**config.mk**
```make
export PLATFORM = sky130hd
export DESIGN_NAME = cnt_host_port
export DESIGN_NICKNAME = d
export VERILOG_FILES = /design/src/rtl/cnt_host_pkg.sv /design/src/rtl/cnt_host_decode.sv /design/src/rtl/cnt_host_ptr.sv /design/src/rtl/cnt_host_bank.sv /design/src/rtl/cnt_host_cfg.sv /design/src/rtl/cnt_host_port.sv
export SDC_FILE = /design/constraint.sdc
export NUM_CORES = 1
export LEC_CHECK = 0
export BUFFER_PORTS_ARGS = -buffer_cell sky130_fd_sc_hd__buf_2
export CELL_PAD_IN_SITES_DETAIL_PLACEMENT = 1
export CELL_PAD_IN_SITES_GLOBAL_PLACEMENT = 2
export CORE_MARGIN = 8
export CORE_UTILIZATION = 32
export DETAILED_ROUTE_END_ITERATION = 7
export PLACE_DENSITY_LB_ADDON = 0.1
export SLEW_MARGIN = 20
export SYNTH_ARGS = -nofsm -noshare
export SYNTH_HDL_FRONTEND = slang
export SYNTH_SLANG_ARGS = --single-unit
export TNS_END_PERCENT = 50
```
**constraint.sdc**
```tcl
create_clock -name clk -period 1.6 [get_ports clk]
set_input_delay 0.24 -clock clk [delete_from_list [all_inputs] [get_ports clk]]
set_output_delay 0.24 -clock clk [all_outputs]
set_load 0.01 [all_outputs]
```
**src/rtl/cnt_host_pkg.sv**
```systemverilog
`timescale 1ns/1ps
package cnt_host_pkg;

  localparam logic [2:0] TGT_ACTION = 3'b000;
  localparam logic [2:0] TGT_MODE   = 3'b001;
  localparam logic [2:0] TGT_IOCTL  = 3'b010;
  localparam logic [2:0] TGT_INDEX  = 3'b011;

  typedef enum logic [1:0] {
    CLR_NONE  = 2'b00,
    CLR_COUNT = 2'b01,
    CLR_FLAGS = 2'b10,
    CLR_ERROR = 2'b11
  } clr_e;

  typedef enum logic [1:0] {
    XFR_NONE  = 2'b00,
    XFR_LOAD  = 2'b01,
    XFR_LATCH = 2'b10,
    XFR_PSC   = 2'b11
  } xfr_e;

  typedef struct packed {
    logic ptr_rst;
    logic ptr_step;
    logic wr_byte;
    logic rd_byte;
    logic rd_stat;
    clr_e clr;
    xfr_e xfr;
    logic mode_we;
    logic ioc_we;
    logic idx_we;
  } ops_t;

endpackage

```
**src/rtl/cnt_host_decode.sv**
```systemverilog
`timescale 1ns/1ps
module cnt_host_decode
  import cnt_host_pkg::*;
#(
  parameter int BW = 8
) (
  input  logic          wr_i,
  input  logic          rd_i,
  input  logic          ctl_i,
  input  logic [BW-1:0] wdata_i,
  output ops_t          ops_o
);

  logic [2:0] tgt;
  assign tgt = wdata_i[BW-1 -: 3];

  always_comb begin
    ops_o = '0;
    if (wr_i) begin
      if (ctl_i) begin
        case (tgt)
          TGT_ACTION: begin
            ops_o.ptr_rst = wdata_i[0];
            ops_o.clr     = clr_e'(wdata_i[2:1]);
            ops_o.xfr     = xfr_e'(wdata_i[4:3]);
          end
          TGT_MODE:  ops_o.mode_we = 1'b1;
          TGT_IOCTL: ops_o.ioc_we  = 1'b1;
          TGT_INDEX: ops_o.idx_we  = 1'b1;
          default: ;
        endcase
      end else begin
        ops_o.wr_byte  = 1'b1;
        ops_o.ptr_step = 1'b1;
      end
    end else if (rd_i) begin
      if (ctl_i) begin
        ops_o.rd_stat = 1'b1;
      end else begin
        ops_o.rd_byte  = 1'b1;
        ops_o.ptr_step = 1'b1;
      end
    end
  end

endmodule

```
**src/rtl/cnt_host_ptr.sv**
```systemverilog
`timescale 1ns/1ps
module cnt_host_ptr #(
  parameter int NBYTES = 3,
  localparam int PTR_W = (NBYTES > 1) ? $clog2(NBYTES) : 1
) (
  input  logic             clk,
  input  logic             rst,
  input  logic             clr_i,
  input  logic             step_i,
  output logic [PTR_W-1:0] ptr_o
);

  localparam logic [PTR_W-1:0] LAST = PTR_W'(NBYTES - 1);

  always_ff @(posedge clk) begin
    if (rst || clr_i) begin
      ptr_o <= '0;
    end else if (step_i) begin
      ptr_o <= (ptr_o == LAST) ? '0 : ptr_o + 1'b1;
    end
  end

endmodule

```
**src/rtl/cnt_host_bank.sv**
```systemverilog
`timescale 1ns/1ps
module cnt_host_bank #(
  parameter int BW     = 8,
  parameter int NBYTES = 3,
  localparam int PTR_W  = (NBYTES > 1) ? $clog2(NBYTES) : 1,
  localparam int WORD_W = BW * NBYTES
) (
  input  logic              clk,
  input  logic              rst,
  input  logic [PTR_W-1:0]  ptr_i,
  input  logic              wr_byte_i,
  input  logic [BW-1:0]     wdata_i,
  input  logic              cap_i,
  input  logic [WORD_W-1:0] cnt_value_i,
  output logic [WORD_W-1:0] preset_o,
  output logic [BW-1:0]     latch_byte_o
);

  logic [NBYTES-1:0][BW-1:0] preset_q;
  logic [NBYTES-1:0][BW-1:0] latch_q;

  for (genvar g = 0; g < NBYTES; g++) begin : g_byte
    always_ff @(posedge clk) begin
      if (rst) begin
        preset_q[g] <= '0;
      end else if (wr_byte_i && (ptr_i == PTR_W'(g))) begin
        preset_q[g] <= wdata_i;
      end
    end

    always_ff @(posedge clk) begin
      if (rst) begin
        latch_q[g] <= '0;
      end else if (cap_i) begin
        latch_q[g] <= cnt_value_i[g*BW +: BW];
      end
    end
  end

  always_comb begin
    latch_byte_o = '0;
    for (int i = 0; i < NBYTES; i++) begin
      if (ptr_i == PTR_W'(i)) latch_byte_o = latch_q[i];
    end
  end

  assign preset_o = preset_q;

endmodule

```
**src/rtl/cnt_host_cfg.sv**
```systemverilog
`timescale 1ns/1ps
module cnt_host_cfg #(
  parameter int             W   = 5,
  parameter logic [W-1:0]   RST = '0
) (
  input  logic         clk,
  input  logic         rst,
  input  logic         we_i,
  input  logic [W-1:0] d_i,
  output logic [W-1:0] q_o
);

  always_ff @(posedge clk) begin
    if (rst)       q_o <= RST;
    else if (we_i) q_o <= d_i;
  end

endmodule

```
**src/rtl/cnt_host_port.sv**
```systemverilog
`timescale 1ns/1ps
module cnt_host_port
  import cnt_host_pkg::*;
#(
  parameter int                 BW      = 8,
  parameter int                 NBYTES  = 3,
  parameter int                 CFG_W   = 5,
  parameter logic [CFG_W-1:0]   IOC_RST = CFG_W'(5'b00010),
  localparam int                WORD_W  = BW * NBYTES
) (
  input  logic              clk,
  input  logic              rst,
  input  logic              bus_wr_i,
  input  logic              bus_rd_i,
  input  logic              bus_ctl_i,
  input  logic [BW-1:0]     bus_wdata_i,
  output logic [BW-1:0]     bus_rdata_o,
  input  logic [WORD_W-1:0] cnt_value_i,
  input  logic              st_borrow_i,
  input  logic              st_carry_i,
  input  logic              st_compare_i,
  input  logic              st_sign_i,
  input  logic              st_error_i,
  input  logic              st_up_i,
  input  logic              st_index_i,
  output logic [WORD_W-1:0] preset_o,
  output logic [BW-1:0]     prescaler_o,
  output logic              cnt_load_o,
  output logic              cnt_clear_o,
  output logic              flags_clear_o,
  output logic              error_clear_o,
  output logic [CFG_W-1:0]  mode_cfg_o,
  output logic              cnt_en_o,
  output logic              idx_preset_en_o,
  output logic [1:0]        irq_sel_o,
  output logic [CFG_W-1:0]  idx_cfg_o
);

  localparam int PTR_W = (NBYTES > 1) ? $clog2(NBYTES) : 1;

  ops_t             ops;
  logic [PTR_W-1:0] ptr;
  logic [BW-1:0]    latch_byte;
  logic [BW-1:0]    status_byte;
  logic [CFG_W-1:0] ioc_q;

  cnt_host_decode #(.BW(BW)) u_decode (
    .wr_i    (bus_wr_i),
    .rd_i    (bus_rd_i),
    .ctl_i   (bus_ctl_i),
    .wdata_i (bus_wdata_i),
    .ops_o   (ops)
  );

  cnt_host_ptr #(.NBYTES(NBYTES)) u_ptr (
    .clk    (clk),
    .rst    (rst),
    .clr_i  (ops.ptr_rst),
    .step_i (ops.ptr_step),
    .ptr_o  (ptr)
  );

  cnt_host_bank #(.BW(BW), .NBYTES(NBYTES)) u_bank (
    .clk          (clk),
    .rst          (rst),
    .ptr_i        (ptr),
    .wr_byte_i    (ops.wr_byte),
    .wdata_i      (bus_wdata_i),
    .cap_i        (ops.xfr == XFR_LATCH),
    .cnt_value_i  (cnt_value_i),
    .preset_o     (preset_o),
    .latch_byte_o (latch_byte)
  );

  cnt_host_cfg #(.W(CFG_W), .RST('0)) u_mode (
    .clk (clk), .rst (rst), .we_i (ops.mode_we),
    .d_i (bus_wdata_i[CFG_W-1:0]), .q_o (mode_cfg_o)
  );

  cnt_host_cfg #(.W(CFG_W), .RST(IOC_RST)) u_ioc (
    .clk (clk), .rst (rst), .we_i (ops.ioc_we),
    .d_i (bus_wdata_i[CFG_W-1:0]), .q_o (ioc_q)
  );

  cnt_host_cfg #(.W(CFG_W), .RST('0)) u_idx (
    .clk (clk), .rst (rst), .we_i (ops.idx_we),
    .d_i (bus_wdata_i[CFG_W-1:0]), .q_o (idx_cfg_o)
  );

  assign cnt_en_o        = ioc_q[0];
  assign idx_preset_en_o = ~ioc_q[1];
  assign irq_sel_o       = ioc_q[4:3];

  assign status_byte = BW'({1'b0, st_index_i, st_up_i, st_error_i,
                            st_sign_i, st_compare_i, st_carry_i, st_borrow_i});

  always_ff @(posedge clk) begin
    if (rst) begin
      cnt_load_o    <= 1'b0;
      cnt_clear_o   <= 1'b0;
      flags_clear_o <= 1'b0;
      error_clear_o <= 1'b0;
    end else begin
      cnt_load_o    <= (ops.xfr == XFR_LOAD);
      cnt_clear_o   <= (ops.clr == CLR_COUNT);
      flags_clear_o <= (ops.clr == CLR_FLAGS);
      error_clear_o <= (ops.clr == CLR_ERROR);
    end
  end

  always_ff @(posedge clk) begin
    if (rst) begin
      prescaler_o <= '0;
    end else if (ops.xfr == XFR_PSC) begin
      prescaler_o <= preset_o[BW-1:0];
    end
  end

  always_ff @(posedge clk) begin
    if (rst) begin
      bus_rdata_o <= '0;
    end else if (ops.rd_stat) begin
      bus_rdata_o <= status_byte;
    end else if (ops.rd_byte) begin
      bus_rdata_o <= latch_byte;
    end
  end

endmodule

```
# ---- Yosys cells after proc, flatten, opt, wreduce, memory -nomap -nowiden
# Index checks and enable logic that the tools add are counted.
dict set report totals {
  reg_bits 85
  elab_cells 61
}
dict set report op_classes {
  add_sub_neg 1
  n_eq_ne 11
  muxes 23
  n_bitwise 1
  reduce_logical 8
}
# operator n
set ops {}
lappend ops {{2-to-1 mux 7 bit} 4}
lappend ops {{2-to-1 mux 8 bit} 3}
lappend ops {{2-to-1 mux 1 bit} 11}
lappend ops {{== test 2 bit (second input constant)} 5}
lappend ops {{2-to-1 mux 2 bit} 4}
lappend ops {{== test 2 x 1 -> 1 bit (second input constant)} 3}
lappend ops {{== test 3 x 2 -> 1 bit (second input constant)} 2}
lappend ops {{2-to-1 mux 4 bit} 1}
lappend ops {{== test 3 x 1 -> 1 bit (second input constant)} 1}
lappend ops {{logical AND 1 bit} 3}
lappend ops {{zero test 3 bit} 1}
lappend ops {{adder 2 x 1 -> 2 bit (second input constant)} 1}
lappend ops {{zero test 2 bit} 1}
lappend ops {{nonzero test 2 bit} 1}
lappend ops {{OR reduction 2 bit} 1}
lappend ops {{logical OR 1 bit} 1}
lappend ops {{inverter 1 bit} 1}

# ---- Depth between registers and ports, before layout
# Gate-level depths: netlist of the first run.
dict set report depth {
  depth_word 6
  depth_mapped 5
  depth_no_buf 3
}

# ---- Hierarchy
# Synthesis of the first run repeated with hierarchy kept, for this count alone.
dict set report hier_totals {
  hier_cells 341
  area_unflattened_um2 3584.7
}
# mod n_inst cells_each area_each_um2 seq_area_each_um2
set by_module_without_submodules {}
lappend by_module_without_submodules {cnt_host_bank 1 187 2000.7 960.9}
lappend by_module_without_submodules {cnt_host_port 1 81 837.1 400.4}
lappend by_module_without_submodules {{cnt_host_cfg at u_idx ...} 2 16 180.2 100.1}
lappend by_module_without_submodules {{cnt_host_cfg at u_ioc} 1 16 183.9 100.1}
lappend by_module_without_submodules {cnt_host_decode 1 17 113.9 0.0}
lappend by_module_without_submodules {cnt_host_ptr 1 8 88.8 40.0}

# ---- Worst setup path after synthesis of the first run
# No wires, ideal clock.
dict set report synth_timing {
  kind {register to register}
  start {register u_ptr.ptr_o[1]}
  end {register u_bank.preset_q, in the netlist u_bank.preset_o[0]}
  setup_ns 0.132
  arrival_time_ns 1.201
  path_slack_ns 0.267
  stages_incl_launch_ff 6
  period_less_slack_ns 1.333
  path_cell_list {dfxtp_1 > buf_2 > or4b_1 > buf_2 > nand2_1 > a21oi_1}
}
dict set report synth_between {
  elab_chain_cells 2
}
# element line
set synth_lines {}
lappend synth_lines {{start: declaration} cnt_host_ptr.sv:10} ;# output logic [PTR_W-1:0] ptr_o
lappend synth_lines {{start signal: assignment} cnt_host_ptr.sv:19} ;# ptr_o <= (ptr_o == LAST) ? '0 : ptr_o + 1'b1;
lappend synth_lines {{zero test 2 bit} cnt_host_bank.sv:26} ;# end else if (wr_byte_i && (ptr_i == PTR_W'(g))) begin
lappend synth_lines {{logical AND 1 bit} cnt_host_bank.sv:26}
lappend synth_lines {{end signal: indexed assignment} cnt_host_bank.sv:27} ;# preset_q[g] <= wdata_i;
lappend synth_lines {{end: declaration} cnt_host_bank.sv:19} ;# logic [NBYTES-1:0][BW-1:0] preset_q;
# No other way between the ends.
# A chain may end at the register's enable or synchronous reset.

# ---- Final worst setup path of the first run
dict set report layout_timing {
  start {register u_ptr.ptr_o[0]}
  end {register bus_rdata_o[3]}
}
dict set report layout_between {
  elab_chain_cells 6
  elab_cells_between_ends 8
  classes_between {eq/ne: 2; mux: 5; reduce/logical: 1}
}
# element line
set layout_lines {}
lappend layout_lines {{zero test 2 bit} cnt_host_bank.sv:43} ;# if (ptr_i == PTR_W'(i)) latch_byte_o = latch_q[i];
lappend layout_lines {{2-to-1 mux 8 bit (2 in series)} cnt_host_bank.sv:43}
lappend layout_lines {{2-to-1 mux 8 bit *} cnt_host_bank.sv:43}
lappend layout_lines {{2-to-1 mux 7 bit *} cnt_host_port.sv:124} ;# end else if (ops.rd_byte) begin
lappend layout_lines {{2-to-1 mux 7 bit *} cnt_host_port.sv:122} ;# end else if (ops.rd_stat) begin
lappend layout_lines {{end signal: assignment} cnt_host_port.sv:123} ;# bus_rdata_o <= status_byte;
lappend layout_lines {{end signal: assignment} cnt_host_port.sv:125} ;# bus_rdata_o <= latch_byte;
lappend layout_lines {{end: declaration} cnt_host_port.sv:17} ;# output logic [BW-1:0] bus_rdata_o,
# Mark *: on every way between the ends. The rest lies on a longest branch, timed or not. The select of a mux whose other input is x is not followed.

==> results of run 1 <==
placed cells by master, fill, tap and decap left out, types with 3 or more instances in the layout:
cell type,n
sky130_fd_sc_hd__mux2i_1,59
sky130_fd_sc_hd__and4bb_1,3
sky130_fd_sc_hd__nor2_1,18
sky130_fd_sc_hd__buf_2,101
sky130_fd_sc_hd__a21oi_1,20
sky130_fd_sc_hd__clkbuf_16,9
sky130_fd_sc_hd__o21ai_0,17
sky130_fd_sc_hd__nand3b_1,3
sky130_fd_sc_hd__nand2b_1,65
sky130_fd_sc_hd__dfxtp_1,84
sky130_fd_sc_hd__inv_1,10
sky130_fd_sc_hd__nand2_1,19
sky130_fd_sc_hd__o2bb2ai_1,7
sky130_fd_sc_hd__o221a_2,6
sky130_fd_sc_hd__and3_1,3
sky130_fd_sc_hd__buf_4,16
sky130_fd_sc_hd__nand3_1,12
kinds of logic after synthesis:
family | count (synthesis) | share of synthesized area (%)
buffers and inverters | 41 | 6.277
AO/OA/AOI/OAI | 57 | 10.20
multiplexers | 59 | 15.84
flip-flops | 84 | 45.12
AND/OR/NAND/NOR | 136 | 22.56
flip-flops by register name, summed over array words and instances, names as in the netlist:
signal,count
u_ptr.ptr_o,2
u_ioc.q_o,4
u_bank.preset_o,24
bus_rdata_o,8
error_clear_o,1
cnt_clear_o,1
u_bank.latch_q,24
cnt_load_o,1
u_idx.q_o,5
u_mode.q_o,5
prescaler_o,8
flags_clear_o,1
per-layer routing:
metal  vias to the layer above  wire [um]  part of all wire [%]
met3                         7        590                   5.5
met4                         0         95                  0.89
met1                      1384       5220                    49
met2                        61       4770                    45
li1                       1494          -                     -
met5                         -          0                     0
critical path, stage by stage (launching register included):
cell,delay (ns)
sky130_fd_sc_hd__dfxtp_1,0.42
sky130_fd_sc_hd__buf_4,0.27
sky130_fd_sc_hd__mux2i_1,0.33
sky130_fd_sc_hd__o221a_2,0.27
sky130_fd_sc_hd__o2bb2ai_1,0.07
report_power, final:
group | leakage, nW | total, mW | internal (mW) | switching, mW
combinational | 1.09 | 0.384 | 0.169 | 0.215
clock | 0.135 | 1.91 | 1.12 | 0.782
sequential | 0.678 | 2.14 | 2.12 | 0.0211
synth_stat cells, types with 7 or more instances:
cell type                    n  share of area, %
sky130_fd_sc_hd__nand2b_1   65                11
sky130_fd_sc_hd__nand3_1    12               1.6
sky130_fd_sc_hd__dfxtp_1    84                45
sky130_fd_sc_hd__o21ai_0    17               2.3
sky130_fd_sc_hd__inv_1      10               1.0
sky130_fd_sc_hd__a21oi_1    20               2.7
sky130_fd_sc_hd__o2bb2ai_1   7               1.6
sky130_fd_sc_hd__nand2_1    19               1.9
sky130_fd_sc_hd__mux2i_1    59                16
sky130_fd_sc_hd__clkbuf_1   12               1.2
sky130_fd_sc_hd__buf_2       8               1.1
sky130_fd_sc_hd__nor2_1     18               1.8
cell type report:
cell class	instances	area (um2)	share of cell area (%)
sequential	84	1682	36.35
inverter	10	37.54	0.8115
tap	143	178.9	3.868
timing repair buffer	118	645.6	13.96
multi-input combinational	252	1812	39.17
clock inverter	2	10.01	0.2164
clock buffer	13	260.3	5.626
how the worst max path moves through the flow:
stage	start	endpoint	slack [ns]	cells past startpoint
finish	u_ptr.ptr_o[0]	bus_rdata_o[3]	0.14	4
global route	u_ptr.ptr_o[0]	bus_rdata_o[4]	0.1	4
CTS	u_ptr.ptr_o[1]	u_bank.preset_o[2]	0.17	3
detailed placement	bus_ctl_i	u_bank.latch_q[10]	0.09	5
global placement	bus_ctl_i	u_bank.latch_q[22]	0.15	5
floorplan	u_ptr.ptr_o[1]	u_bank.preset_o[0]	0.27	5
==> reports/summary.md, run 1 <==
At the placement stage, the worst setup path has a slack of 0.09153 ns. The max-slew headroom at the worst pin was 64.82%; the final cycle utilization of the critical path was 91.49%. The H-tree was split into 3 levels. The logs give 0 for the post-CTS repair timing setup buffer count and 0 for the post-CTS resize count.

The met3 track utilization from global routing is 3.853%. The die width was 123.9 um; the final weighted congestion of routability-driven global placement was 0.7300. In the global route stage, met2 resource usage came out at 21.75%. The leakage component of the power was 1.901 nW. For the number of max-slew violations in the final report, the log shows 0. The number of different library cells used by synthesis comes to 38.

The final worst-path setup slack is 0.1361 ns, and the detail-routed net length per standard cell is 17.16 um. The max-capacitance violation count came out at 0. The placed instances occupy a cell area of 4355 um2.

Counting instances, the worst hold path has a depth of 3. During synthesis, Yosys emitted a total of 0 warnings. At the later pin of the worst-skew pair, clock insertion delay measures 0.32 ns. The sort of element at the end of the critical path is a register. Final-layout worst hold slack: 0.1752 ns. The type of origin of the critical path was a register.

The met1 demand-to-capacity share in global routing is 19.59%, and the total of buffers placed on input and output ports is 101. The final number of hold-violating endpoints is 0. Setup total negative slack on the finished layout was measured at 0 ns. The remaining number of nets flagged by the antenna check after routing was 0. The number of design rule violations left after detail routing was 0.

The initial utilization of the core area, before any placement, comes to 32.64%. For the finished layout, the period the worst path requires is 1.464 ns. The start-to-end type of the worst setup path is register to register. The run gives 4 as the detailed-router iteration count before antenna repair.

In this run the critical register-to-register path is launched from u_ptr.ptr_o[0]. STA puts the critical path data required time at 1.82 ns. Power comes to 4.432 mW. The tools report the total clock buffers created by CTS as 9. The layer with the highest usage was met2.

Across the VDD grid, the largest voltage drop is 0.6747 mV. Maximum clock frequency: 683.1 MHz. Entering global routing, the biggest net connects 26 pins. The number of antenna diodes in the final layout is 0.

The transition time at the pin with the least slew margin is 0.5254 ns, and the worst-case register-to-register setup slack is 0.14 ns. After synthesis, flip-flops and latches occupy 45.12% of the total area. After the last flow step, the layout net total stands at 519. The tools report the remaining global-route overflow as 0. Setup violations remaining at the end of the flow were counted as 0.

The initial antenna violation count was 0. Synthesis produced a netlist with a net count of 421. For the site row count, the log shows 39. Summing all non-filler instances in the final layout gives an area of 4626 um2.

For this design the top-level I/O count stands at 102. Compared with the post-synthesis result, the final layout area differs by 24.10%. The logs give 3,179 for the via count of the first global-routing pass and 16,990 um for the global-route wire length before repair.

The routed via count divided by cell count is 4.736, and the number of filler instances in the final layout is 1,348. The die covers 15,360 um2. The tools report the sink of the worst hold path as u_bank.latch_q[17]. In the final layout, the share of cells above drive strength 1 is 29.85%. In this run the deepest clock path goes through 2 buffers. For the cell count after synthesis, the log shows 377. After the first detailed-routing iteration, the DRC count stood at 114. The final layout contains routed wiring with a total length of 10,680 um.

The root buffer cell is sky130_fd_sc_hd__clkbuf_16. After synthesis the netlist holds a flip-flop and latch count of 84. In this run the most critical hold path is launched from cnt_value_i[17].

The via count is 2,946. In this run the worst hold path is classified as input port to register. Excluding fillers, the count of instances in the completed layout stands at 622. Number of hold buffers added after CTS: 0. The run finished with clean final reports. The clock arrives with 0.003917 ns of skew. The share of flip-flops with an asynchronous set or reset was 0%. Along the worst path, the maximum fanout reaches 14.

The cell depth of the worst flop-to-flop path is 4, and the clock sink count is 84. The logs give 3727 um2 for the post-synthesis instance area and 1.68 ns for the data arrival time of the worst path. Average cell area after synthesis: 9.887 um2. The post-route core utilization was 40.51%; the clock-pin slew of the registers on the worst-case setup and hold paths was 0.06 ns. Setup repair after global routing left no endpoint under its margin.

In this run the power density over the cells is 958.1 nW/um2. The number of placed cells counting well taps came out at 607. In this run, synthesis inferred 0 flip-flops with an integrated enable. For the overall routing resource usage, the log shows 14.27%. Placeable core area: 11,420 um2.

Summed over all nets, the half-perimeter wirelength after detailed placement is 7858 um. In this run the critical register-to-register path is captured at bus_rdata_o[3]. The floorplan step set the die height to 123.9 um. The predominant post-synthesis flop cell is sky130_fd_sc_hd__dfxtp_1. TritonCTS built the clock tree.
(Power assumes the default switching activity.)
==> run 2, diff against run 1 <==
CORE_MARGIN = 5   (was 8)
==> reports/summary.md, run 2 (same netlist as run 1, synthesis figures left out) <==
The area of the multi-input gates is 1812 um2 (unchanged), and the total of buffers placed on input and output ports is 101 (unchanged). The min-delay analysis places its worst path in the category input port to register. The run gives 15.21% (+0.94 points) as the overall routing resource usage. The tree is rooted in a sky130_fd_sc_hd__clkbuf_16. Leaving out fill and tap cells, the most frequent cells in the layout are sky130_fd_sc_hd__buf_2 (101), sky130_fd_sc_hd__dfxtp_1 (84), sky130_fd_sc_hd__nand2b_1 (65). The required time at the endpoint of the critical path was 1.83 ns (about the same); the remaining global-route overflow was 0 (unchanged). The routed via count divided by cell count is 4.775 (+0.81%), and the post-CTS repair timing setup buffer count is 0 (unchanged).

The final number of hold-violating endpoints came out at 0 (unchanged). The clock sink count is 84 (unchanged). For the number of failing setup endpoints in the final timing report, the log shows 0 (unchanged). The startpoint identified for the worst register-to-register timing path is u_ptr.ptr_o[0]. The number of max-slew violations in the final report came out at 0 (unchanged). Maximum clock frequency: 681.4 MHz (-0.26%). Setup repair after global routing left no endpoint under its margin. The number of levels the H-tree was split into was 3 (unchanged); the data arrival time of the worst path was 1.70 ns (+0.02 ns). The die width was 117.9 um (-4.8%); the post-CTS resize count was 0 (unchanged). The run gives 2 (unchanged) as the maximum clock path buffer count. For the via count, the log shows 2,965 (+0.64%). Walking the worst path, the cells encountered are buf_4, mux2i_1, o221a_2, o2bb2ai_1. The total clock buffers created by CTS is 9 (unchanged), and the transition time at the pin with the least slew margin is 0.5290 ns (+0.003641 ns). The post-route core utilization was 41.41% (+0.90 points). TritonCTS built the clock tree. The number of design rule violations left after detail routing came out at 0 (unchanged). The detail-routed net length per standard cell works out to 16.87 um (-1.7%).

The critical hold path startpoint is cnt_value_i[9]. The largest fanout on the critical path is 14 (unchanged). Kind of cell adding the most delay to the critical path: flip-flops.

Cell depth of the worst flop-to-flop path: 4 (unchanged). The clock-pin slew of the registers on the worst-case setup and hold paths is 0.06 ns (about the same). The die boundary height was 117.9 um (-4.8%). The type of origin of the critical path was a register. For the site row count, the log shows 39 (unchanged). For the routed length on met3, the log shows 482 um (-18%). The tools report the max-capacitance violation count as 0 (unchanged). For the via count of the first global-routing pass, the log shows 3,183 (+0.13%). The run finished with clean final reports. The path with the worst hold slack has its endpoint at u_bank.latch_q[9].

The leakage component of the power was 1.942 nW (+2.1%); the final weighted congestion of routability-driven global placement was 0.7153 (-2.0%). For the setup total negative slack, the log shows 0 ns (unchanged). The sort of element at the end of the critical path is a register. The placeable core area is 11,420 um2 (unchanged), and the worst path buffer plus inverter count is 1 (unchanged). The top layer reached by signal wires was met4.

The cell count of the worst hold path is 3 (unchanged). For the final HPWL from detailed placement, the log shows 7571 um (-3.7%). The worst-case register-to-register setup slack is 0.13 ns (about the same), and the final-layout worst hold slack is 0.1573 ns (-0.01790 ns). The time the final worst path needs with I/O delays and setup works out to 1.468 ns (+0.003755 ns).

The run gives 1682 um2 (unchanged) as the storage element area. The cell area power density is 1103 nW/um2 (+15%), and the pin count of the biggest net entering global routing is 32 (+23%). The logs give 10,480 um (-1.9%) for the total wirelength of the detailed-routed design and 159 (+39%) for the initial detailed-routing violation count.

The worst setup path is of the register to register kind. The critical-path cell with the highest stage delay was sky130_fd_sc_hd__dfxtp_1. For the remaining number of nets flagged by the antenna check after routing, the log shows 0 (unchanged). The clock tree skew after final layout was 0.002802 ns (-0.001115 ns).

The number of filler instances in the final layout is 1,333 (-1.1%), and the post-synthesis to final-layout area growth is 26.85%. The initial antenna violation count is 0 (unchanged). For the worst setup slack after placement, the log shows 0.09438 ns (+0.002859 ns). The final worst-path setup slack was 0.1323 ns (-0.003755 ns). The logs give 0 (unchanged) for the number of antenna diodes and 102 (unchanged) for the number of top-level pins. The tools report the max-slew headroom at the worst pin as 64.58% (-0.24 points). The logs give 4 (unchanged) for the detailed-router iteration count before antenna repair and 17,080 um (+0.49%) for the global-route wire length before repair. The tools report the initial standard-cell utilization of the core as 32.64% (unchanged). The die outline area came out at 13,910 um2 (-9.4%). The endpoint identified for the worst register-to-register timing path is bus_rdata_o[4]. The layout net count is 517 (-0.39%), and the largest vdd supply drop is 0.4789 mV (-29%).

The peak per-stage delay on the critical path came out at 0.42 ns (about the same). The number of hold buffers added after CTS is 0 (unchanged), and the met2 layer wire length in the routed design is 4568 um (-4.2%). The library cell used most frequently in the layout, excluding fill and tap cells, is sky130_fd_sc_hd__buf_2. The source-to-sink clock delay at the later pin of the worst-skew pair is 0.34 ns (+0.02 ns). The final cycle utilization of the critical path was 91.73% (+0.23 points). The proportion of layout cells with a drive suffix above 1 was 30.13% (+0.27 points); the met1 layer wirelength in the final routing was 5257 um (+0.71%).
-- run 2: changes by cell type in the layout (fill, tap and decap cells not counted) --
cell,before,now
sky130_fd_sc_hd__buf_4,16,14
sky130_fd_sc_hd__bufinv_16,0,5
sky130_fd_sc_hd__clkbuf_8,2,0
sky130_fd_sc_hd__clkinvlp_4,0,1
sky130_fd_sc_hd__clkbuf_1,2,0
sky130_fd_sc_hd__clkinv_2,2,1
-- run 2: per-stage QoR --
step | total power, mW | area [um2] | instances
after floorplan | 2.406 | 3727 | 377
after detailed placement | 2.578 | 4340 | 605
final | 5.215 | 4728 | 621
after global routing | 5.400 | 4728 | 621
after CTS | 5.291 | 4728 | 621
after global placement | 2.572 | 4340 | 605
-- run 2: power breakdown --
| group | internal, mW | switching, mW | leakage [nW] |
|---|---|---|---|
| Combinational | 0.166 | 0.214 | 1.08 |
| Clock | 1.84 | 0.856 | 0.186 |
| Sequential | 2.12 | 0.0205 | 0.678 |
| Total | 4.12 | 1.09 | 1.94 |
-- run 2: how the worst max path moves through the flow --
stage              startpoint                  to  cells after the start
2_1_floorplan  u_ptr.ptr_o[1]  u_bank.preset_o[0]                      5
3_3_place_gp         bus_wr_i  u_bank.preset_o[4]                      4
3_5_place_dp         bus_wr_i  u_bank.preset_o[0]                      4
4_1_cts        u_ptr.ptr_o[0]      bus_rdata_o[4]                      4
5_1_grt        u_ptr.ptr_o[0]      bus_rdata_o[4]                      4
6_report       u_ptr.ptr_o[0]      bus_rdata_o[4]                      4
-- run 2: final cells by class --
class,count,area share [%]
sequential,84,35.56
inverter,10,0.7939
clock inverter,7,3.440
timing repair buffer,116,13.34
multi-input combinational,252,38.32
clock buffer,9,4.763
tap,143,3.784
-- run 2: per-layer routing --
metal | global-route usage (%) | up-vias
li1 | - | 1485
met1 | 21.35 | 1400
met2 | 22.60 | 66
met3 | 3.892 | 14
met4 | 5.233 | 0
met5 | 0 | -
-- run 2: tightest hold or removal path, cell delays in order --
cell and delay [ns]:
sky130_fd_sc_hd__buf_2 0.09, sky130_fd_sc_hd__nand2b_1 0.05, sky130_fd_sc_hd__mux2i_1 0.06
==> run 3, diff against run 2 <==
--- a/config.mk
+++ b/config.mk
@@ -13,7 +13,8 @@
 export DETAILED_ROUTE_END_ITERATION = 7
 export PLACE_DENSITY_LB_ADDON = 0.1
-export SLEW_MARGIN = 20
+export SLEW_MARGIN = 10
 export SYNTH_ARGS = -nofsm -noshare
 export SYNTH_HDL_FRONTEND = slang
+export SYNTH_HIERARCHICAL = 1
 export SYNTH_SLANG_ARGS = --single-unit
 export TNS_END_PERCENT = 50
==> constraint.sdc (replaced) <==
create_clock -name clk -period 1.6 [get_ports clk]
set_input_delay 0.24 -clock clk [delete_from_list [all_inputs] [get_ports clk]]
set_output_delay 0.24 -clock clk [all_outputs]
set_load 0.05 [all_outputs]
==> reports/summary.md, run 3 <==
The run finished with clean final reports. The cell count of the worst hold path was 3 (unchanged). The worst flop-to-flop path endpoint was bus_rdata_o[6]. For the maximum clock path buffer count, the log shows 2 (unchanged). The logs give 1,270 (-4.7%) for the number of filler instances in the final layout and 1.68 ns (-0.02 ns) for the data arrival time of the worst path. The total non-filler cell area in the finished layout was 4466 um2 (-5.6%); the post-synth net total was 382 (-9.3%). The cell count after synthesis is 338 (-10%), and the initial detailed-routing violation count is 99 (-38%).

The number of max-slew violations in the final report is 0 (unchanged), and the overall routing resource usage is 14.24% (-0.97 points). The run gives 41.19% (-0.22 points) as the post-route core utilization. The tools report the site row count as 38 (-2.6%).

The initial antenna violation count came out at 0 (unchanged). Critical-path cell with the highest stage delay: sky130_fd_sc_hd__dfxtp_1. The post-synthesis instance area was 3551 um2 (-4.7%); the final cycle utilization of the critical path was 88.87% (-2.9 points).

The max-capacitance violation count is 0 (unchanged), and the final weighted congestion of routability-driven global placement is 0.7548 (+5.5%). TritonCTS built the clock tree. Average cell area after synthesis: 10.51 um2 (+6.3%). The critical hold path startpoint was cnt_value_i[1]. The tools report the via count of the first global-routing pass as 2,838 (-11%).

Setup repair after global routing left no endpoint under its margin. The number of synthesis warnings was 6 (+6); the global-route wire length before repair was 14,650 um (-14%). Proportion of layout cells with a drive suffix above 1: 34.44% (+4.3 points). Largest fanout on the critical path: 9 (-5). The library cells used most frequently in the layout, excluding fill and tap cells, are sky130_fd_sc_hd__buf_2 (101), sky130_fd_sc_hd__dfxtp_1 (84), sky130_fd_sc_hd__mux2i_1 (77). The cell depth of the worst flop-to-flop path works out to 6 (+2). The logs give 9160 um (-13%) for the total wirelength of the detailed-routed design and 70.50% (+5.9 points) for the max-slew headroom at the worst pin. The area after detailed placement was 4278 um2 (-1.4%). In this run the worst setup path begins at u_ptr/ptr_o[0].

The internal power was 2.916 mW (-29%). The worst path buffer plus inverter count is 2 (+1). The run gives 102 (unchanged) as the number of top-level pins. The root buffer cell is sky130_fd_sc_hd__clkbuf_8. The sort of element at the end of the critical path was a register.

The tools report the power dissipated by switching net loads as 1.104 mW (+1.2%). The die outline area was 13,300 um2 (-4.3%); the routed via count divided by cell count was 4.583 (-4.0%). Walking the worst path, the cells encountered are buf_12, nor2b_1, buf_4, o2bb2ai_1, mux2i_1, a211oi_1. The required time at the endpoint of the critical path came out at 1.86 ns (+0.03 ns). The logs give 1.953 nW (+0.59%) for the leakage component of the power and 703.3 MHz (+3.2%) for the maximum clock frequency. For the number of hold buffers added after CTS, the log shows 0 (unchanged).

The post-CTS resize count was 0 (unchanged); the clock tree skew after final layout was 0.009694 ns (+0.006892 ns). The min-delay analysis places its worst path in the category input port to register. The cell area power density was 900.2 nW/um2 (-18%). The clock sink count is 84 (unchanged). The tools report the worst-case register-to-register setup slack as 0.18 ns (+0.05 ns). The tools report the share of power burned in combinational logic as 11.1% (+3.8 points). The kind of cell adding the most delay to the critical path was compound AO/OA/AOI/OAI gates.

The met1 layer wirelength in the final routing was 4580 um (-13%); the sequential fraction of design power was 53.5% (+12 points). Initial standard-cell utilization of the core: 32.76% (+0.11 points). The number of antenna diodes was 0 (unchanged). The logs give 3 (unchanged) for the number of levels the H-tree was split into and 0 (unchanged) for the remaining number of nets flagged by the antenna check after routing.

The number of design rule violations left after detail routing is 0 (unchanged). Type of origin of the critical path: a register. Largest vdd supply drop: 0.3927 mV (-18%).

The tools report the final number of hold-violating endpoints as 0 (unchanged). The run gives 508 um (+5.4%) as the routed length on met3. Source-to-sink clock delay at the later pin of the worst-skew pair: 0.35 ns (about the same). The count of placed standard cells in the final layout, fillers left out came out at 593 (-4.5%). The total of buffers placed on input and output ports is 101 (unchanged). The total clock buffers created by CTS was 9 (unchanged).

The time the final worst path needs with I/O delays and setup came out at 1.422 ns (-0.04571 ns). The peak per-stage delay on the critical path was 0.34 ns (-0.08 ns); the remaining global-route overflow was 0 (unchanged). The die boundary height is 115.3 um (-2.2%). The tools report the sink of the worst hold path as u_bank/latch_q[1]. The logs give 10,840 um2 (-5.1%) for the placeable core area and 2,718 (-8.3%) for the via count. The number of failing setup endpoints in the final timing report is 0 (unchanged). Leading cell type in the layout, fill and taps excluded: sky130_fd_sc_hd__buf_2. The run gives 0 (unchanged) as the post-CTS repair timing setup buffer count.

The part of the total power dissipated in the clock network is 35.4% (-16 points), and the detail-routed net length per standard cell is 15.45 um (-8.4%). The run gives 577 (-4.6%) as the number of placed cells counting well taps. The worst setup path is of the register to register kind. The detailed-router iteration count before antenna repair was 4 (unchanged); the layout net count was 492 (-4.8%). The clock-pin slew of the registers on the worst-case setup and hold paths was 0.09 ns (+0.03 ns); the switching part of the total power was 27.46% (+6.5 points).

From synthesis to final layout, the design area changed by 25.76%. The final HPWL from detailed placement was 6898 um (-8.9%); the die width was 115.3 um (-2.2%). Launch instance of the worst register-to-register path: u_ptr/ptr_o[0].

The transition time at the pin with the least slew margin was 0.4425 ns (-0.08651 ns); the pin count of the biggest net entering global routing was 27 (-16%). The top layer reached by signal wires was met4. The tools report the met2 layer wire length in the routed design as 3955 um (-13%).
==> run 3: changes by cell type in the layout (fill, tap and decap cells not counted), sizes merged, moves of 6 or more <==
cell    previous run  this run
a211oi             0         9
a21bo              0         8
a21oi             20         8
buf              116       124
inv               10         4
mux2i             59        77
nand2             19         0
nand2b            65        34
nor2              19        39
nor2b              0        10
o21ai             17         0
o221a              6         0
==> run 3: worst max-delay path by stage <==
stage,endpoint,slack [ns],depth (start not counted)
6_report,bus_rdata_o[6],0.18,6
5_1_grt,bus_rdata_o[6],0.11,6
4_1_cts,bus_rdata_o[6],0.18,6
3_5_place_dp,u_bank/latch_q[6],-0.08,7
3_3_place_gp,u_bank/latch_q[18],-0.04,7
2_1_floorplan,u_bank/latch_q[0],-0.14,9
==> run 3: final cells by class <==
class / count / area [um2] / area share, %
clock buffer: 10 / 137.6 / 3.082
multi-input combinational: 225 / 1690 / 37.85
tap: 140 / 175.2 / 3.923
inverter: 4 / 15.01 / 0.3362
sequential: 84 / 1682 / 37.66
clock inverter: 6 / 50.05 / 1.121
timing repair buffer: 124 / 715.7 / 16.03
==> run 3: through the flow <==
stage	power, mW	hold slack, ns	setup WS (ns)	setup TNS, ns
6_report	4.020	0.1194	0.1780	0
5_1_grt	4.208	0.1101	0.1093	0
2_1_floorplan	2.475	0.3046	-0.1392	-2.785
3_3_place_gp	2.651	0.4636	-0.04496	-0.8942
4_1_cts	4.092	0.1032	0.1821	0
3_5_place_dp	2.656	0.4729	-0.08047	-1.534
==> run 3: worst register-to-register path, delay by kind of cell, from the launching register on <==
kind	cells	cell delay, ns
AO/OA/AOI/OAI	2	0.44
flip-flops	1	0.34
buffers and inverters	2	0.32
multiplexers	1	0.12
AND/OR/NAND/NOR	1	0.11
==> run 3: power by group through the flow <==
stage / Combinational, mW / Sequential [mW] / Clock [mW]
6_report: 0.446 / 2.15 / 1.42
2_1_floorplan: 0.174 / 2.30 / 0
4_1_cts: 0.456 / 2.15 / 1.48
5_1_grt: 0.484 / 2.16 / 1.57
3_5_place_dp: 0.455 / 2.20 / 0
3_3_place_gp: 0.452 / 2.20 / 0
==> run 3: per-layer routing <==
metal | vias to the layer above | GRT usage [%]
li1 | 1378 | -
met1 | 1264 | 20.27
met3 | 9 | 4.737
met5 | - | 0
met2 | 67 | 20.79
met4 | 0 | 3.521
